**config.mk**
```make
export PLATFORM = sky130hd
export DESIGN_NAME = bitfield_reader
export DESIGN_NICKNAME = d
export VERILOG_FILES = /design/src/rtl/bsr_pkg.sv /design/src/rtl/bsr_word_fifo.sv /design/src/rtl/bsr_lzc.sv /design/src/rtl/bsr_bit_window.sv /design/src/rtl/bitfield_reader.sv
export SDC_FILE = /design/constraint.sdc
export NUM_CORES = 2
export LEC_CHECK = 0
export BUFFER_PORTS_ARGS = -buffer_cell sky130_fd_sc_hd__buf_2
export CAP_MARGIN = 20
export CORE_MARGIN = 2
export CORE_UTILIZATION = 50
export CTS_CLUSTER_SIZE = 28
export DETAILED_ROUTE_END_ITERATION = 10
export PLACE_DENSITY = 0.65
export REMOVE_ABC_BUFFERS = 1
export SLEW_MARGIN = 20
export SYNTH_ARGS = -nofsm -noshare
export SYNTH_HDL_FRONTEND = slang
export SYNTH_SLANG_ARGS = --single-unit
```
**constraint.sdc**
```tcl
create_clock -name clk -period 15.8 [get_ports clk]
set_input_delay 3.16 -clock clk [delete_from_list [all_inputs] [get_ports clk]]
set_output_delay 3.16 -clock clk [all_outputs]
set_load 0.05 [all_outputs]
```
**src/rtl/bsr_pkg.sv**
```systemverilog
package bsr_pkg;
  localparam int WORD_W  = 32;
  localparam int NSEL_W  = 6;   // field width 1..32
  localparam int LEFT_W  = 5;   // bits left in pop register 0..31
  localparam int CAT_W   = 2 * WORD_W;
  localparam int STAT_W  = 14;
  localparam int STAT_CNT_W = 7;

  typedef logic [WORD_W-1:0] word_t;
  typedef logic [NSEL_W-1:0] nsel_t;
  typedef logic [LEFT_W-1:0] left_t;
endpackage

```
**src/rtl/bsr_word_fifo.sv**
```systemverilog
module bsr_word_fifo #(
  parameter int DEPTH = 64,
  parameter int W     = 32,
  localparam int AW   = $clog2(DEPTH),
  localparam int CW   = $clog2(DEPTH + 1)
) (
  input  logic          clk,
  input  logic          rst_n,
  input  logic          flush,
  input  logic          push,
  input  logic [W-1:0]  push_data,
  input  logic          pop,
  output logic [W-1:0]  head,
  output logic [CW-1:0] count
);
  logic [W-1:0]  mem [DEPTH];
  logic [AW-1:0] wr_q, wr_d, rd_q, rd_d;
  logic [CW-1:0] cnt_q, cnt_d;

  function automatic logic [AW-1:0] ptr_inc(input logic [AW-1:0] p);
    if (p == AW'(DEPTH - 1)) return '0;
    return p + 1'b1;
  endfunction

  always_comb begin
    wr_d  = wr_q;
    rd_d  = rd_q;
    cnt_d = cnt_q;
    if (flush) begin
      wr_d  = '0;
      rd_d  = '0;
      cnt_d = '0;
    end else begin
      if (push) wr_d = ptr_inc(wr_q);
      if (pop)  rd_d = ptr_inc(rd_q);
      case ({push, pop})
        2'b10:   cnt_d = cnt_q + 1'b1;
        2'b01:   cnt_d = cnt_q - 1'b1;
        default: cnt_d = cnt_q;
      endcase
    end
  end

  always_ff @(posedge clk or negedge rst_n) begin
    if (!rst_n) begin
      wr_q  <= '0;
      rd_q  <= '0;
      cnt_q <= '0;
    end else begin
      wr_q  <= wr_d;
      rd_q  <= rd_d;
      cnt_q <= cnt_d;
    end
  end

  always_ff @(posedge clk) begin
    if (push && !flush) mem[wr_q] <= push_data;
  end

  assign head  = mem[rd_q];
  assign count = cnt_q;

  assert_no_overflow_R8: assert property (@(posedge clk) disable iff (!rst_n)
    push |-> (cnt_q < CW'(DEPTH)));
  assert_no_underflow_R4: assert property (@(posedge clk) disable iff (!rst_n)
    pop |-> (cnt_q != '0));
endmodule

```
**src/rtl/bsr_lzc.sv**
```systemverilog
module bsr_lzc
  import bsr_pkg::*;
(
  input  word_t win,
  output nsel_t zeros
);
  always_comb begin
    zeros = NSEL_W'(WORD_W);
    for (int i = 0; i < WORD_W; i++) begin
      if (win[i]) zeros = NSEL_W'(WORD_W - 1 - i);
    end
  end
endmodule

```
**src/rtl/bsr_bit_window.sv**
```systemverilog
module bsr_bit_window
  import bsr_pkg::*;
(
  input  word_t popreg,
  input  word_t head,
  input  logic  head_valid,
  input  left_t bits_left,
  input  nsel_t nsel,
  output word_t field,
  output word_t lz_win
);
  logic [CAT_W-1:0] cat, fshift, lshift, fmask, fill;
  logic [NSEL_W:0]  sh;

  assign cat = {popreg, head};
  // Next stream bit sits at WORD_W + bits_left - 1 of the concatenation.
  assign sh     = (NSEL_W+1)'(WORD_W) + (NSEL_W+1)'(bits_left) - (NSEL_W+1)'(nsel);
  assign fshift = cat >> sh;
  assign fmask  = (CAT_W'(1) << nsel) - CAT_W'(1);
  assign field  = fshift[WORD_W-1:0] & fmask[WORD_W-1:0];

  // Positions past the end of buffered data read as ones so the count stops there.
  assign lshift = cat >> bits_left;
  assign fill   = (CAT_W'(1) << (NSEL_W'(WORD_W) - NSEL_W'(bits_left))) - CAT_W'(1);
  assign lz_win = head_valid ? lshift[WORD_W-1:0]
                             : (lshift[WORD_W-1:0] | fill[WORD_W-1:0]);
endmodule

```
**src/rtl/bitfield_reader.sv**
```systemverilog
module bitfield_reader
  import bsr_pkg::*;
#(
  parameter int DEPTH     = 64,
  parameter int REQ_NUM   = 3,
  parameter int REQ_DEN   = 4,
  localparam int CW       = $clog2(DEPTH + 1),
  localparam int REQ_LEVEL = (DEPTH * REQ_NUM) / REQ_DEN
) (
  input  logic        clk,
  input  logic        rst_n,
  input  logic        cfg_we,
  input  logic [1:0]  cfg_wdata,
  input  logic        cnt_we,
  input  logic [5:0]  cnt_wdata,
  input  logic        in_valid,
  input  logic [31:0] in_data,
  output logic        in_ready,
  input  logic        pop_req,
  output logic        pop_ready,
  output logic [31:0] pop_data,
  output logic [5:0]  lzc,
  output logic [13:0] status
);
  logic    enable_q, enable_d;
  nsel_t   n_q, n_d;
  left_t   bits_q, bits_d;
  word_t   popreg_q, popreg_d;
  word_t   head, lz_win;
  logic [CW-1:0] fifo_count;
  logic    cfg_flush, need_head, head_valid, pop_fire, fifo_pop, push_fire, fifo_full;

  assign cfg_flush  = cfg_we && cfg_wdata[0];
  assign head_valid = (fifo_count != '0);
  assign fifo_full  = (fifo_count == CW'(DEPTH));
  assign need_head  = (n_q > {1'b0, bits_q});
  assign pop_ready  = !need_head || head_valid;
  assign pop_fire   = pop_req && pop_ready && !cfg_flush;
  assign fifo_pop   = pop_fire && need_head;
  assign in_ready   = enable_q && !fifo_full && !cfg_flush;
  assign push_fire  = in_valid && in_ready;

  bsr_word_fifo #(.DEPTH(DEPTH), .W(WORD_W)) i_fifo (
    .clk      (clk),
    .rst_n    (rst_n),
    .flush    (cfg_flush),
    .push     (push_fire),
    .push_data(in_data),
    .pop      (fifo_pop),
    .head     (head),
    .count    (fifo_count)
  );

  bsr_bit_window i_window (
    .popreg    (popreg_q),
    .head      (head),
    .head_valid(head_valid),
    .bits_left (bits_q),
    .nsel      (n_q),
    .field     (pop_data),
    .lz_win    (lz_win)
  );

  bsr_lzc i_lzc (
    .win  (lz_win),
    .zeros(lzc)
  );

  always_comb begin
    enable_d = enable_q;
    n_d      = n_q;
    bits_d   = bits_q;
    popreg_d = popreg_q;
    if (cfg_we) enable_d = cfg_wdata[1];
    if (cnt_we) begin
      if (cnt_wdata == '0 || cnt_wdata > NSEL_W'(WORD_W)) n_d = NSEL_W'(WORD_W);
      else                                               n_d = cnt_wdata;
    end
    if (cfg_flush) begin
      bits_d = '0;
    end else if (pop_fire) begin
      if (need_head) begin
        bits_d   = LEFT_W'(NSEL_W'(WORD_W) + NSEL_W'(bits_q) - n_q);
        popreg_d = head;
      end else begin
        bits_d   = bits_q - LEFT_W'(n_q);
      end
    end
  end

  always_ff @(posedge clk or negedge rst_n) begin
    if (!rst_n) begin
      enable_q <= 1'b0;
      n_q      <= NSEL_W'(WORD_W);
      bits_q   <= '0;
      popreg_q <= '0;
    end else begin
      enable_q <= enable_d;
      n_q      <= n_d;
      bits_q   <= bits_d;
      popreg_q <= popreg_d;
    end
  end

  assign status = {enable_q && (fifo_count < CW'(REQ_LEVEL)),
                   1'b0,
                   STAT_CNT_W'(fifo_count),
                   bits_q};

  assert_pop_in_reg_R2: assert property (@(posedge clk) disable iff (!rst_n)
    (pop_req && pop_ready && !cfg_flush && !need_head)
      |=> (bits_q == $past(bits_q) - $past(n_q[LEFT_W-1:0])));
  assert_stall_holds_R4: assert property (@(posedge clk) disable iff (!rst_n)
    (!pop_ready && !cfg_we) |=> $stable(bits_q));
  assert_lzc_range_R5: assert property (@(posedge clk) disable iff (!rst_n)
    lzc <= NSEL_W'(WORD_W));
  assert_flush_empties_R7: assert property (@(posedge clk) disable iff (!rst_n)
    cfg_flush |=> (fifo_count == '0 && bits_q == '0));
  assert_disabled_blocks_R8: assert property (@(posedge clk) disable iff (!rst_n)
    !enable_q |-> !in_ready);
  assert_req_level_R9: assert property (@(posedge clk) disable iff (!rst_n)
    status[13] |-> (enable_q && status[11:5] < STAT_CNT_W'(REQ_LEVEL)));
endmodule

```
# Word-level counts from Yosys, hierarchy flattened
# Memory sizes are Yosys's and may differ from the RTL's.
# Index checks and enable logic that the tools add are counted.
# totals
regBits,63
latchBits,0
ramBits,2048
mem_bits_ro,0
input_bits,46
out_inout_bits,54
word_cells,111
n_memories,1
# classes
n_addsub,12
multipliers,0
div,0
magnitude_cmp,3
n_eq_ne,5
shifts,4
muxes,55
bitwise,3
n_reduce_logical,21
# mem_list
name,depth,width,rd,rd_ports_with_merged_regs,write_ports,line_no,rtl
i_fifo.mem,64,32,1,0,1,bsr_word_fifo.sv:16,logic [W-1:0] mem [DEPTH];
# ops
cell,count
6-bit 2-to-1 mux,41
"1-bit by 6-bit left shift with 32-bit output, first input constant",2
64-bit by 5-bit >> shifter with 32-bit output,1
64-bit by 7-bit >> shifter with 32-bit output,1
"32-bit by 2-bit subtractor with 32-bit output, second input constant",2
32-bit AND,1
32-bit 2-to-1 mux,1
32-bit bitwise OR,1
5-bit 2-to-1 mux,3
7-bit one-hot mux with 2 select lines,1
"6-bit by 1-bit adder with 6-bit output, second input constant",2
"6-bit equality test, second input constant",2
5-bit subtractor,2
1-bit logical AND,9
1-bit 2-to-1 mux,8
"6-bit by 5-bit adder with 7-bit output, first input constant",1
"7-bit by 1-bit adder with 7-bit output, second input constant",1
"7-bit equality test, second input constant",1
"7-bit by 6-bit less-than comparator with 1-bit output, second input constant",1
7-bit 2-to-1 mux,1
7-bit nonzero test,1
"7-bit by 1-bit subtractor with 7-bit output, second input constant",1
7-bit by 6-bit subtractor with 7-bit output,1
6-bit by 5-bit greater-than comparator with 1-bit output,1
12 further kinds,17

# Longest topological paths before layout
# logic_depth
ltp_word,37
mapped_depth,28
ltp_nobuf,21

# Cells and area by module
# Synthesis repeated with hierarchy kept, for this count alone.
# unflattened
hier_cells,4801
hier_area_um2,89403.2
# by_module_without_submodules
module,instances,cells_per_inst,area_per_inst_um2,seq_area_each_um2
bsr_word_fifo,1,3414,78731.8,61974.4
bsr_bit_window,1,1155,8111.5,0.0
bitfield_reader,1,167,2192.1,1102.3
bsr_lzc,1,65,367.9,0.0

# Least setup slack after synthesis
# Ideal clock, no wire load.
# synth_timing
path_kind,reg2out
startpoint,reg bits_q[0]
endpoint,out pop_data[17]
t_arrival_ns,7.370
required_ns,12.640
setup_slack_ns,5.270
stages_incl_launch_ff,20
n_path_buf,9
path_cell_list,dfrtp_1 -> clkbuf_1 -> inv_1 -> clkbuf_1 -> clkbuf_1 -> clkbuf_1 -> buf_1 -> ha_1 -> inv_1 -> fa_1 -> clkbuf_1 -> buf_1 -> clkbuf_1 -> clkbuf_1 -> nand3_1 -> o21ai_0 -> mux2i_1 -> mux2i_1 -> o21ai_0 -> a2111oi_0
# synth_via
elab_chain_len,4
# synth_rtl
item,line_no,rtl
start: declaration,bitfield_reader.sv:27,"left_t bits_q, bits_d;"
start signal: assignment,bitfield_reader.sv:100,bits_q <= bits_d;
6-bit by 5-bit adder with 7-bit output,bsr_bit_window.sv:17,assign sh = (NSEL_W+1)'(WORD_W) + (NSEL_W+1)'(bits_left) - (NSEL_W+1)'(nsel);
7-bit by 6-bit subtractor with 7-bit output,bsr_bit_window.sv:17,
64-bit by 7-bit >> shifter with 32-bit output,bsr_bit_window.sv:18,assign fshift = cat >> sh;
32-bit AND,bsr_bit_window.sv:20,assign field = fshift[WORD_W-1:0] & fmask[WORD_W-1:0];
end: declaration,bitfield_reader.sv:21,"output logic [31:0] pop_data,"
# Every way passes these cells.

# Worst setup path in the final report
# layout_timing
startpoint,reg i_fifo.rd_q[0]
endpoint,out lzc[2]
# layout_via
elab_chain_len,36
# layout_rtl
item,line_no,rtl
start: declaration,bsr_word_fifo.sv:17,"logic [AW-1:0] wr_q, wr_d, rd_q, rd_d;"
start signal: assignment,bsr_word_fifo.sv:51,rd_q <= rd_d;
memory read 64 x 32 bit *,n/a,
64-bit by 5-bit >> shifter with 32-bit output *,bsr_bit_window.sv:23,assign lshift = cat >> bits_left;
32-bit bitwise OR,bsr_bit_window.sv:26,: (lshift[WORD_W-1:0] | fill[WORD_W-1:0]);
32-bit 2-to-1 mux *,bsr_bit_window.sv:25,assign lz_win = head_valid ? lshift[WORD_W-1:0]
6-bit 2-to-1 mux (31 in series),bsr_lzc.sv:10,if (win[i]) zeros = NSEL_W'(WORD_W - 1 - i);
6-bit 2-to-1 mux *,bsr_lzc.sv:10,
end: declaration,bitfield_reader.sv:22,"output logic [5:0] lzc,"
# Every way passes the cells marked *; elsewhere a longest branch is shown, timed or not.

==> qor.yml <==
synthesis:
  synth_top_cell_area_share: 0.673
  yosysSeqAreaShare: 0.690
  synth_enable_flop_cells: 2048
  synth.area.top_cells: "edfxtp_1 67%, mux4_2 10%, mux2i_1 4.0%, dfrtp_1 1.7%, nand2_1 1.5%"
  synthArstFlopShare: 0.0298
  yosysWarnings: 0
  yosysTopAreaCell: "edfxtp_1"
  ys.flop_type: "edfxtp_1"
  synth_cell_types: 112
  synth_seq_cells: 2111
  avgSynthCellArea_sq_um: 16.8
  syn_area_sq_um: 91400
  synthCells: 5430
cells_and_area:
  fillers: 13800
  multi_input_area_sq_um: 26900
  drive_above_1_share: 0.214
  nets: 5638
  stdcell_count: 8110
  area_growth_pct: 11.2
  seqCellArea_sq_um: 63100
  fin_util: 0.561
timing:
  setup_viol: 0
  relSlewSlack: 0.0950
  worstMarginPinSlew_ns: 1.35
  max_freq_mhz: 91.9
  fin_hold_ws_ns: 0.581
  worst_clock_skew_ns: 0.0640
  period_share: 0.689
  hold_violations: 0
  rsz0062_at_grt: "false"
  period_needed_ns: 10.88
  drv_slew: 0
  setup_ws_ns: 4.92
grt:
  busiest_layer: "met2"
  grt_usage: 0.308
  grt_use_met2: 0.479
  grt_pass1_wl_microns: 403000
  grt_overflow: 0
  grt_use_met1: 0.428
  antenna_found_initial: 10
  grt_pass1_vias: 52700
  met3_usage: 0.0651
  grt_max_degree: 131
placement:
  gp_congestion: 0.952
  hpwl_microns: 175000
  dp.cells: 7733
  port_buffers: 98
  dp_slack_ns: 5.84
drt:
  num_vias: 54600
  drt_wl_total_microns: 288000
  vias_per_cell: 6.74
  drcViolationCount: 0
  wire_per_inst_microns: 35.5
  first_pass_iters: 6
  final_antenna_net_count: 0
  first_iter_violations: 8102
clock_network:
  cts.reportedPaths.clkPinSlew_ns: 0.07
  post_cts_resized: 0
  root_buffer: "clkbuf_16"
  clock_sinks: 2111
  tritoncts: "built"
  cts_setup_buffers: 0
  numCtsBuffers: 205
  cts-htree-levels: 4
  cts_hold_buf: 0
  clock_path_buffers: 3
  clk_latency_ns: 0.86
critical_path:
  crit_family: "compound AO/OA/AOI/OAI gates"
  cp.buffers_inverters: 4
  crit_type: "flop to output port"
  required_ns: 12.64
  cp_max_fo: 37
  critical_path.startpoint_type: "flop"
  worstPathCellList: "buf_4 > buf_4 > nand3b_1 > buf_4 > o221ai_1 > a211o_1 > a32oi_2 > nand2_1 > a311oi_1 > a2111oi_2 > o41ai_1 > nand2b_1 > nor2_1 > nand2_1 > o2111a_1 > buf_2"
  crit_path_top_delay_cell: "a32oi_2"
  end_kind: "output port"
  cpMostUsedCell: "buf_4"
  critPathArrivalTime_ns: 7.72
  max_stage_delay_ns: 0.90
floorplanning:
  rows: 156
  start_util: 0.504
  fp.dieH_microns: 431
  floorplan.die.width_microns: 431
  io_pins: 100
  core_area_sq_um: 181000
  dieArea_sq_um: 186000
power:
  powerDensity_nw_per_um2: 186
  power_mw: 18.9
  ir_drop_mv: 0.257
  p_leak_nw: 32.3
flow_run:
  drv_cap: 0
hold_path:
  hold_path.class: "flop to flop"
status:
  status: "completed"
-- where the power goes --
part	internal [mW]	switching, mW	total (mW)	leakage, nW
clock network	2.65	2.10	4.75	3.15
registers	6.22	0.215	6.43	19.2
logic	2.78	4.98	7.75	10.0
-- state kept, by name, indices dropped and copies added, names as in the netlist --
name,cells
i_fifo.rd_q,6
enable_q,1
i_fifo.mem,2048
bits_q,5
i_fifo.count,7
n_q,6
popreg_q,32
i_fifo.wr_q,6
-- metal layers --
metal  up-vias  share of wire  wire length, microns
li1      22400              -                     -
met1     28500           0.39                111000
met2      3199           0.47                134000
met3       528           0.10                 29600
met4         6          0.044                 12800
met5         -        0.00014                    40
-- worst min-delay path, stage by stage, from the launching register on --
cell and delay (ns):
dfrtp_1 0.42, nand2_1 0.06, o21ai_0 0.06
-- per-stage QoR --
step	setup TNS (ns)	instance area (sq um)
2_1_floorplan	-532.55	89400
3_3_place_gp	0	95100
3_5_place_dp	0	95100
4_1_cts	0	102000
5_1_grt	0	102000
6_report	0	102000
-- cells in the final DEF (no fill, tap or decap), types with 29 or more instances in the layout --
cell type	netlist	routed
a22oi_1	108	108
a21oi_1	174	172
mux2i_1	368	368
buf_4	59	198
nand3_1	96	95
clkbuf_16	0	207
o221ai_1	49	49
clkinv_2	0	33
dfrtp_1	62	51
o211ai_1	34	34
a22o_1	33	33
nand2_1	377	377
o22ai_1	38	38
nor2_1	304	238
mux4_2	415	415
o21ai_0	158	155
nor3_1	61	61
and3_1	29	29
nor2_4	0	65
buf_2	49	94
a31oi_1	38	38
edfxtp_1	2048	2048
and2_1	32	31
clkinv_1	5	48
a211oi_1	75	75
clkbuf_1	174	52
mux2_2	80	80
-- cells by family (layout without fill, tap and decap cells) --
| group | Yosys count | after routing | share of synthesized area |
|---|---|---|---|
| flip-flops | 2111 | 2111 | 0.690 |
| AND/OR/NAND/NOR | 1065 | 1065 | 0.0537 |
| AO/OA/AOI/OAI | 947 | 947 | 0.0733 |
| multiplexers | 870 | 870 | 0.154 |
| buffers and inverters | 388 | 693 | 0.0226 |
| XOR/XNOR | 26 | 26 | 0.00249 |
| adder cells (fa/ha/maj) | 21 | 21 | 0.00304 |
| other | 2 | 7 | 0.0000822 |
-- cells in the mapped netlist (18+ instances only) --
library cell / count
edfxtp_1: 2048
mux4_2: 415
nand2_1: 377
mux2i_1: 368
nor2_1: 304
a21oi_1: 174
clkbuf_1: 174
o21ai_0: 158
a22oi_1: 108
nand3_1: 96
mux2_2: 80
a211oi_1: 75
dfrtp_1: 62
nor3_1: 61
buf_4: 59
buf_2: 49
o221ai_1: 49
buf_1: 42
a31oi_1: 38
o22ai_1: 38
buf_6: 36
o211ai_1: 34
a22o_1: 33
and2_1: 32
and3_1: 29
nor2b_1: 27
a21o_1: 24
nand4_1: 24
a221oi_1: 21
ha_1: 19
nor4_1: 18
-- worst paths after layout --
kind / from / slack (ns) / cells after the start / to
max in group asynchronous: rst_n / 12.44 / 2 / i_fifo.rd_q[0]
hold / removal: i_fifo.count[2] / 0.58 / 2 / i_fifo.count[2]
setup / recovery: i_fifo.rd_q[0] / 4.92 / 16 / lzc[2]
hold reg to reg: i_fifo.count[2] / 0.58 / 2 / i_fifo.count[2]
setup reg to reg: bits_q[0] / 10.25 / 13 / i_fifo.count[0]
min in group asynchronous: rst_n / 2.52 / 2 / n_q[4]
-- area by class of cell --
| class | instances | share of cell area |
|---|---|---|
| sequential | 2111 | 0.621 |
| multi-input combinational | 2931 | 0.264 |
| clock buffer | 261 | 0.0532 |
| tap | 2370 | 0.0292 |
| timing repair buffer | 299 | 0.0206 |
| clock inverter | 110 | 0.0104 |
| inverter | 23 | 0.000850 |
| antenna | 5 | 0.000123 |
(Power assumes the default switching activity.)
